--- config.mk ---
export PLATFORM = sky130hd
export DESIGN_NAME = acc_core
export DESIGN_NICKNAME = d
export VERILOG_FILES = /design/src/rtl/acc_core_pkg.sv /design/src/rtl/acc_ctrl.sv /design/src/rtl/acc_irq_unit.sv /design/src/rtl/acc_datapath.sv /design/src/rtl/acc_core.sv
export SDC_FILE = /design/constraint.sdc
export NUM_CORES = 1
export LEC_CHECK = 0
export BUFFER_PORTS_ARGS = -buffer_cell sky130_fd_sc_hd__buf_2
export CORE_UTILIZATION = 62
export CTS_CLUSTER_DIAMETER = 150
export DETAILED_ROUTE_END_ITERATION = 7
export PLACE_DENSITY_LB_ADDON = 0.05
export SYNTH_ARGS = -nofsm -noshare
export SYNTH_HDL_FRONTEND = slang
export SYNTH_SLANG_ARGS = --single-unit
--- constraint.sdc ---
create_clock -name clk -period 6.1 [get_ports clk]
set_input_delay 0.305 -clock clk [delete_from_list [all_inputs] [get_ports clk]]
set_output_delay 0.305 -clock clk [all_outputs]
set_load 0.005 [all_outputs]
--- src/rtl/acc_core_pkg.sv ---
package acc_core_pkg;

    localparam int OP_W = 4;

    localparam logic [OP_W-1:0] OPC_LOAD  = 4'b0001;
    localparam logic [OP_W-1:0] OPC_STORE = 4'b0010;
    localparam logic [OP_W-1:0] OPC_ADD   = 4'b0101;
    localparam logic [OP_W-1:0] OPC_JUMP  = 4'b1000;
    localparam logic [OP_W-1:0] OPC_RETI  = 4'b1111;

    typedef enum logic [2:0] {
        ST_FETCH,
        ST_DECODE,
        ST_EXEC,
        ST_OPREAD,
        ST_IRQCHK
    } core_state_e;

    typedef struct packed {
        logic mem_re;
        logic mem_we;
        logic addr_from_ir;
        logic ir_load;
        logic pc_inc;
        logic pc_jump;
        logic pc_vector;
        logic pc_restore;
        logic ac_load;
        logic ac_add;
        logic take_irq;
        logic do_reti;
    } core_ctrl_t;

endpackage

--- src/rtl/acc_ctrl.sv ---
module acc_ctrl
    import acc_core_pkg::*;
(
    input  logic            clk,
    input  logic            rst_n,
    input  logic [OP_W-1:0] opcode,
    input  logic            irq_ok,
    output core_ctrl_t      ctl
);

    core_state_e state;
    core_state_e state_nxt;

    // state register
    always_ff @(posedge clk) begin
        if (!rst_n) state <= ST_FETCH;
        else        state <= state_nxt;
    end

    // next state and control outputs
    always_comb begin
        ctl       = '0;
        state_nxt = state;
        unique case (state)
            ST_FETCH: begin
                ctl.mem_re = 1'b1;
                state_nxt  = ST_DECODE;
            end
            ST_DECODE: begin
                ctl.ir_load = 1'b1;
                ctl.pc_inc  = 1'b1;
                state_nxt   = ST_EXEC;
            end
            ST_EXEC: begin
                state_nxt = ST_IRQCHK;
                case (opcode)
                    OPC_LOAD, OPC_ADD: begin
                        ctl.mem_re       = 1'b1;
                        ctl.addr_from_ir = 1'b1;
                        state_nxt        = ST_OPREAD;
                    end
                    OPC_STORE: begin
                        ctl.mem_we       = 1'b1;
                        ctl.addr_from_ir = 1'b1;
                    end
                    OPC_JUMP: ctl.pc_jump = 1'b1;
                    OPC_RETI: begin
                        ctl.pc_restore = 1'b1;
                        ctl.do_reti    = 1'b1;
                    end
                    default: ;
                endcase
            end
            ST_OPREAD: begin
                ctl.ac_load = (opcode == OPC_LOAD);
                ctl.ac_add  = (opcode == OPC_ADD);
                state_nxt   = ST_IRQCHK;
            end
            ST_IRQCHK: begin
                if (irq_ok) begin
                    ctl.take_irq  = 1'b1;
                    ctl.pc_vector = 1'b1;
                end
                state_nxt = ST_FETCH;
            end
            default: state_nxt = ST_FETCH;
        endcase
    end

endmodule

--- src/rtl/acc_irq_unit.sv ---
module acc_irq_unit #(
    parameter int ADDR_W = 12,
    parameter int PEND_W = 2
) (
    input  logic              clk,
    input  logic              rst_n,
    input  logic              irq_req,
    input  logic              take,
    input  logic              reti,
    input  logic [ADDR_W-1:0] pc_now,
    input  logic              carry_now,
    output logic              irq_ok,
    output logic              irq_en,
    output logic [ADDR_W-1:0] ret_pc,
    output logic              ret_carry
);

    localparam logic [PEND_W-1:0] PEND_MAX = {PEND_W{1'b1}};

    logic [PEND_W-1:0] pend_cnt;
    logic              inc;

    assign inc    = irq_req && (pend_cnt != PEND_MAX);
    assign irq_ok = irq_en && (pend_cnt != '0);

    always_ff @(posedge clk) begin
        if (!rst_n) begin
            pend_cnt  <= '0;
            irq_en    <= 1'b1;
            ret_pc    <= '0;
            ret_carry <= 1'b0;
        end else begin
            pend_cnt <= pend_cnt + PEND_W'(inc) - PEND_W'(take);
            if (take) begin
                irq_en    <= 1'b0;
                ret_pc    <= pc_now;
                ret_carry <= carry_now;
            end else if (reti) begin
                irq_en <= 1'b1;
            end
        end
    end

endmodule

--- src/rtl/acc_datapath.sv ---
module acc_datapath
    import acc_core_pkg::*;
#(
    parameter int                ADDR_W = 12,
    parameter int                DATA_W = 16,
    parameter logic [ADDR_W-1:0] VECTOR = 12'h100
) (
    input  logic              clk,
    input  logic              rst_n,
    input  core_ctrl_t        ctl,
    input  logic [DATA_W-1:0] mem_rdata,
    input  logic [ADDR_W-1:0] ret_pc,
    input  logic              ret_carry,
    output logic [ADDR_W-1:0] mem_addr,
    output logic [DATA_W-1:0] mem_wdata,
    output logic [OP_W-1:0]   opcode,
    output logic [ADDR_W-1:0] pc,
    output logic              carry
);

    logic [DATA_W-1:0] ir;
    logic [DATA_W-1:0] ac;
    logic [DATA_W:0]   sum;

    assign sum       = {1'b0, ac} + {1'b0, mem_rdata};
    assign opcode    = ir[DATA_W-1 -: OP_W];
    assign mem_addr  = ctl.addr_from_ir ? ir[ADDR_W-1:0] : pc;
    assign mem_wdata = ac;

    always_ff @(posedge clk) begin
        if (!rst_n) begin
            pc    <= '0;
            ir    <= '0;
            ac    <= '0;
            carry <= 1'b0;
        end else begin
            if (ctl.ir_load) ir <= mem_rdata;

            if (ctl.pc_vector)       pc <= VECTOR;
            else if (ctl.pc_restore) pc <= ret_pc;
            else if (ctl.pc_jump)    pc <= ir[ADDR_W-1:0];
            else if (ctl.pc_inc)     pc <= pc + ADDR_W'(1);

            if (ctl.ac_load) ac <= mem_rdata;
            else if (ctl.ac_add) ac <= sum[DATA_W-1:0];

            if (ctl.ac_add)       carry <= sum[DATA_W];
            else if (ctl.do_reti) carry <= ret_carry;
        end
    end

endmodule

--- src/rtl/acc_core.sv ---
module acc_core
    import acc_core_pkg::*;
#(
    parameter int          ADDR_W       = 12,
    parameter int unsigned HANDLER_ADDR = 'h100,
    parameter int          PEND_W       = 2
) (
    input  logic                     clk,
    input  logic                     rst_n,
    output logic [ADDR_W-1:0]        mem_addr,
    output logic                     mem_re,
    output logic                     mem_we,
    output logic [OP_W+ADDR_W-1:0]   mem_wdata,
    input  logic [OP_W+ADDR_W-1:0]   mem_rdata,
    input  logic                     irq_req,
    output logic                     irq_ack,
    output logic                     carry_flag
);

    localparam int                DATA_W = OP_W + ADDR_W;
    localparam logic [ADDR_W-1:0] VECTOR = ADDR_W'(HANDLER_ADDR);

    core_ctrl_t        ctl;
    logic [OP_W-1:0]   opcode;
    logic [ADDR_W-1:0] pc;
    logic [ADDR_W-1:0] ret_pc;
    logic              ret_carry;
    logic              irq_ok;
    logic              irq_en;

    acc_ctrl u_ctrl (
        .clk    (clk),
        .rst_n  (rst_n),
        .opcode (opcode),
        .irq_ok (irq_ok),
        .ctl    (ctl)
    );

    acc_datapath #(
        .ADDR_W (ADDR_W),
        .DATA_W (DATA_W),
        .VECTOR (VECTOR)
    ) u_dp (
        .clk       (clk),
        .rst_n     (rst_n),
        .ctl       (ctl),
        .mem_rdata (mem_rdata),
        .ret_pc    (ret_pc),
        .ret_carry (ret_carry),
        .mem_addr  (mem_addr),
        .mem_wdata (mem_wdata),
        .opcode    (opcode),
        .pc        (pc),
        .carry     (carry_flag)
    );

    acc_irq_unit #(
        .ADDR_W (ADDR_W),
        .PEND_W (PEND_W)
    ) u_irq (
        .clk       (clk),
        .rst_n     (rst_n),
        .irq_req   (irq_req),
        .take      (ctl.take_irq),
        .reti      (ctl.do_reti),
        .pc_now    (pc),
        .carry_now (carry_flag),
        .irq_ok    (irq_ok),
        .irq_en    (irq_en),
        .ret_pc    (ret_pc),
        .ret_carry (ret_carry)
    );

    assign mem_re  = ctl.mem_re;
    assign mem_we  = ctl.mem_we;
    assign irq_ack = ctl.take_irq;

endmodule

[Yosys cells after proc, flatten, opt, wreduce, memory -nomap -nowiden]
Cells that the tools add are included.
Word-level totals
  memories kept: 0
  latch bits: 0
  ROM bits: 0
  register bits: 64
  memory bits (writable): 0
  bits of input ports: 19
  output and inout bits: 32
  logic and storage cells: 63
Cells by class
  bitwise operators: 1
  div/mod/pow operators: 0
  eq/ne operators: 10
  magnitude comparators: 0
  add/subtract/negate cells: 4
  reduce and logical (&&, ||, !) cells: 12
  multiply operators: 0
  shift operators: 0
  multiplexer cells: 26
Operators by type and width (count)
  12-bit 2-to-1 mux: 4
  16-bit 2-to-1 mux: 2
  16-bit by 16-bit adder with 17-bit output: 1
  1-bit 2-to-1 mux: 13
  12-bit by 1-bit adder with 12-bit output, second input constant: 1
  3-bit case mux with 4 select lines: 1
  9-bit 2-to-1 mux: 1
  4-bit == test, second input constant: 2
  2-bit nonzero test: 4
  3-bit by 2-bit == test with 1-bit output, second input constant: 2
  2-bit 2-to-1 mux: 3
  4-bit by 1-bit == test with 1-bit output, second input constant: 1
  4-bit by 2-bit == test with 1-bit output, second input constant: 1
  4-bit by 3-bit == test with 1-bit output, second input constant: 1
  4-bit nonzero test: 1
  2-bit OR reduction: 2
  3-bit by 1-bit == test with 1-bit output, second input constant: 1
  3-bit == test, second input constant: 1
  3-bit zero test: 1
  3-bit 2-to-1 mux: 1
  3-bit nonzero test: 1
  3-bit OR reduction: 1
  2-bit by 1-bit adder with 2-bit output: 1
  1-bit logical AND: 2
  other kinds (4): 4

[Longest topological paths before layout]
  word-level depth: 6
  depth in mapped cells: 10
  gate-level depth less buffers: 9

[By module]
Synthesis repeated with hierarchy kept, for this count alone.
Unflattened totals
  cell total of the unflattened synthesis: 460
  area, all modules: 4017.6 um^2
By module, submodules not included
  acc_datapath: times used 1, cells an instance 373, seq. area each 900.9 um^2, area each 3105.5 um^2
  acc_irq_unit: times used 1, cells an instance 56, seq. area each 320.3 um^2, area each 645.6 um^2
  acc_ctrl: times used 1, cells an instance 31, seq. area each 60.1 um^2, area each 266.5 um^2

[Worst setup path before layout]
No wires, ideal clock.
  kind: reg2reg
  start point: register u_dp.ac[0] (netlist: u_dp.mem_wdata[0])
  end point: register u_dp.ac[14] (netlist: u_dp.mem_wdata[14])
  buffers on the path: 0
  clock period less this slack: 2230 ps
  stages on the path, launching flop included: 9
  arrival: 2135 ps
  required time: 6005 ps
  slack: 3870 ps
  library setup time: 95 ps
  cells stage by stage: dfxtp_1 -> ha_1 -> fa_1 -> a21oi_1 -> o21ai_1 -> a221oi_1 -> o21ai_0 -> xnor2_1 -> a221oi_1
Between the ends
  longest elaborated chain between the ends: 3
RTL lines
  from (decl): RTL line acc_datapath.sv:22  | logic [DATA_W-1:0] ac;
  from (signal assigned): RTL line acc_datapath.sv:44  | if (ctl.ac_load) ac <= mem_rdata;
  from (signal assigned): RTL line acc_datapath.sv:45  | else if (ctl.ac_add) ac <= sum[DATA_W-1:0];
  16-bit by 16-bit adder with 17-bit output: RTL line acc_datapath.sv:25  | assign sum = {1'b0, ac} + {1'b0, mem_rdata};
  16-bit 2-to-1 mux: RTL line acc_datapath.sv:45
  16-bit 2-to-1 mux: RTL line acc_datapath.sv:44
Every way passes these cells. The select of a mux whose other input is x is not followed.
A chain may end at the register's enable or synchronous reset.

[Final worst setup path]
Same ends and word-level chain as after synthesis.

==> metrics.yaml <==
status: "finished, final reports clean"
antenna_found_initial: 0
multi_input_area_mm2: 0.00237
register_area_mm2: 0.00128
swShare_pct: 27.6
syn_inst: 473
drive_gt1_share_pct: 19.0
grt_usage_pct: 30.6
synth_seq_area_share_pct: 33.7
clock_sinks: 64
clk-insertion-delay-late_ns: 0.33
slew_headroom_pct: 50.2
syn_area_mm2: 0.00380
max_stage_delay_ns: 0.48
fin_cells: 592
worst_clock_skew_ns: 0.0118
leakagePower_nw: 1.80
gp_congestion: 0.913
place_inst: 576
dieArea_mm2: 0.00644
endpoint_kind: "flop"
syn_nets: 512
area_delta_synth_final_pct: 12.7
clk_pin_slew_ns: 0.07
hold_ws_ns: 0.237
cts_hold_buf: 0
critPathSlowestCell: "a221oi_1"
ant_nets: 0
final_area_mm2: 0.00428
drv_cap: 0
worst_slew_pin_slew_ns: 0.747
final.period_utilization_pct: 41.4
seq_power_share_pct: 45.1
path_common_cell: "a221oi_1"
fin_nets: 551
worstSetupStartpointType: "flop"
r2r_slack_ns: 3.58
die_h_um: 80.3
cts_buffer_depth: 2
grt_overflow: 0
viasPerCell: 6.03
ys_seq_elements: 64
core_area_mm2: 0.00592
grt_max_degree: 32
finalSetupViolations: 0
grt_pass1_wl_um: 15300
synth_area_per_cell_um2: 8.03
initial_core_util_pct: 64.2
worst_ep_arrival_time_ns: 2.74
die_w_um: 80.3
cts_resized: 0
yosys.cell_types.count: 63
via_count: 3571
htreeDepth: 3
ir_drop_mv: 0.155
wl_per_cell_um: 15.7
switching_power_w: 0.000288
yosysWarnings: 0
num_rows: 28
combinationalPowerShare_pct: 16.5
crit_fanout: 3
dp_hpwl_um: 6410
final_core_util_pct: 72.3
crit_buf_inv: 0
critPathRequiredTime_ns: 6.32
critPathKind: "reg -> reg"
numCtsBuffers: 9
synthFlopType: "dfxtp_1"
rsz0062_at_grt: "false"
grt_pass1_vias: 3309
crit_family: "compound AO/OA/AOI/OAI gates"
drt_iter0_markers: 229
fmax_mhz: 396
slew_viol_final: 0
critical_path.cell_chain: "ha_1 > fa_1 > a21oi_1 > o21ai_1 > a221oi_1 > o21ai_0 > xnor2_1 > a221oi_1"
io_pins: 51
p_int_w: 0.000756
finalSetupTns_ns: 0
placed_cell_area_mm2: 0.00407
clkPwrFrac_pct: 38.4
finalHoldViolCount: 0
portBuffers: 50
ctsRootBufferMaster: "clkbuf_8"
routed_wl_um: 9320
cts_tree: "done"
drc: 0
postCtsSetupBuffers: 0
fill_cells: 476
firstDrtPassIters: 5
antennaDiodeCount: 0
synth-edff-count: 0
ys_async_sr_fraction_pct: 0
finalCriticalPeriod_ns: 2.52
min_path_type: "in -> reg"
powerDensity_mw_per_mm2: 244
-- cell usage after synthesis (all sizes together) (3+ instances only) --
| cell | number | share of area, % |
|---|---|---|
| a211oi | 19 | 4.2 |
| a21o | 6 | 1.2 |
| a21oi | 60 | 7.9 |
| a221oi | 3 | 0.69 |
| a22oi | 3 | 0.59 |
| and2 | 3 | 0.49 |
| and3 | 6 | 0.99 |
| buf | 11 | 1.6 |
| clkbuf | 17 | 1.7 |
| dfxtp | 64 | 34 |
| ha | 19 | 6.3 |
| inv | 8 | 0.79 |
| mux2 | 12 | 3.6 |
| mux2i | 11 | 2.9 |
| nand2 | 87 | 8.9 |
| nand3 | 7 | 0.92 |
| nand4 | 5 | 0.82 |
| nor2 | 35 | 3.7 |
| nor2b | 5 | 0.82 |
| nor3 | 12 | 1.7 |
| nor3b | 4 | 0.92 |
| o211ai | 3 | 0.72 |
| o21ai | 18 | 2.5 |
| o22ai | 3 | 0.49 |
| o31ai | 3 | 0.59 |
| or3 | 3 | 0.49 |
| xnor2 | 12 | 2.8 |
| xor2 | 10 | 2.3 |
-- power groups by stage --
stage                     combinational, W  clock, W  sequential, W
final                             0.000172  0.000401       0.000471
after global routing              0.000191  0.000426       0.000474
after CTS                         0.000172  0.000404       0.000470
after detailed placement          0.000171         0       0.000479
after global placement            0.000166         0       0.000479
after floorplan                   0.000131         0       0.000468
-- metrics by stage --
step	worst slack (ns)	power, W
2_1_floorplan	3.87	0.000600
3_3_place_gp	3.60	0.000645
3_5_place_dp	3.50	0.000650
4_1_cts	3.56	0.00105
5_1_grt	3.30	0.00109
6_report	3.58	0.00104
-- metal layers --
metal  vias to the layer above  global-route usage, %  wire (um)  part of all wire, %
li1                       1768                      -          -                    -
met1                      1668                   40.5       4200                   45
met2                       121                   50.9       4470                   48
met3                        14                   4.20        541                  5.8
met4                         0                   10.5        114                  1.2
met5                         -                      0          0                    0
-- cell families after synthesis --
kind of cell | synth area share, %
compound gates | 22.2
xor+xnor | 5.07
fa+ha+maj | 6.79
buf+inv | 4.12
flops | 33.7
mux | 6.46
simple gates | 21.6
-- path summary, 6_finish.rpt --
kind | startpoint | to | depth (start not counted)
max | u_dp.mem_wdata[0]$_SDFFE_PN0P_ | u_dp.mem_wdata[14]$_SDFFE_PN0P_ | 8
max reg2reg | u_dp.mem_wdata[0]$_SDFFE_PN0P_ | u_dp.mem_wdata[14]$_SDFFE_PN0P_ | 8
min | mem_rdata[12] | u_dp.ir[12]$_SDFFE_PN0P_ | 3
min reg2reg | u_irq.ret_carry$_SDFFE_PN0P_ | u_irq.ret_carry$_SDFFE_PN0P_ | 2
-- cell type report --
cell class / count / area share (%)
flip-flops and latches: 64 / 29.9
multi-input cells: 373 / 55.3
clock buffers: 13 / 3.48
clock inverters: 3 / 1.52
inverters: 8 / 0.702
well taps: 75 / 2.19
repair buffers: 56 / 6.90
-- cells in the final DEF (no fill, tap or decap), types with 3 or more instances in the layout --
cell type and n:
nand4_1 5, mux2i_1 11, xnor2_1 12, o31ai_1 3, nor3_1 10, ha_1 19, dfxtp_1 64, and3_1 6
nor2_1 34, buf_2 50, o21ai_0 16, a221oi_1 3, nor2b_1 5, buf_4 6, nand3_1 7, xor2_1 10
nand2_1 85, a21o_1 6, a211oi_2 3, a21oi_1 60, and2_1 3, a211oi_1 16, clkbuf_8 10, mux2_2 12
clkbuf_1 3, or3_1 3, a22oi_1 3, nor3b_1 3, o22ai_1 3, inv_1 7
-- worst register-to-register path, delay by kind of cell, from the launching register on --
family                   cells  cell delay, ns
AO/OA/AOI/OAI                5            1.29
flip-flops                   1            0.33
adder cells (fa/ha/maj)      2            0.65
XOR/XNOR                     1            0.15
-- registers in the layout, summed over array words and instances, names as in the netlist --
register         count
u_dp.ir             16
u_irq.pend_cnt       2
u_dp.pc             12
u_dp.mem_wdata      16
u_irq.irq_en         1
u_irq.ret_pc        12
u_ctrl.state         3
u_dp.carry           1
u_irq.ret_carry      1
No activity file was read; power rests on OpenSTA's default activity.
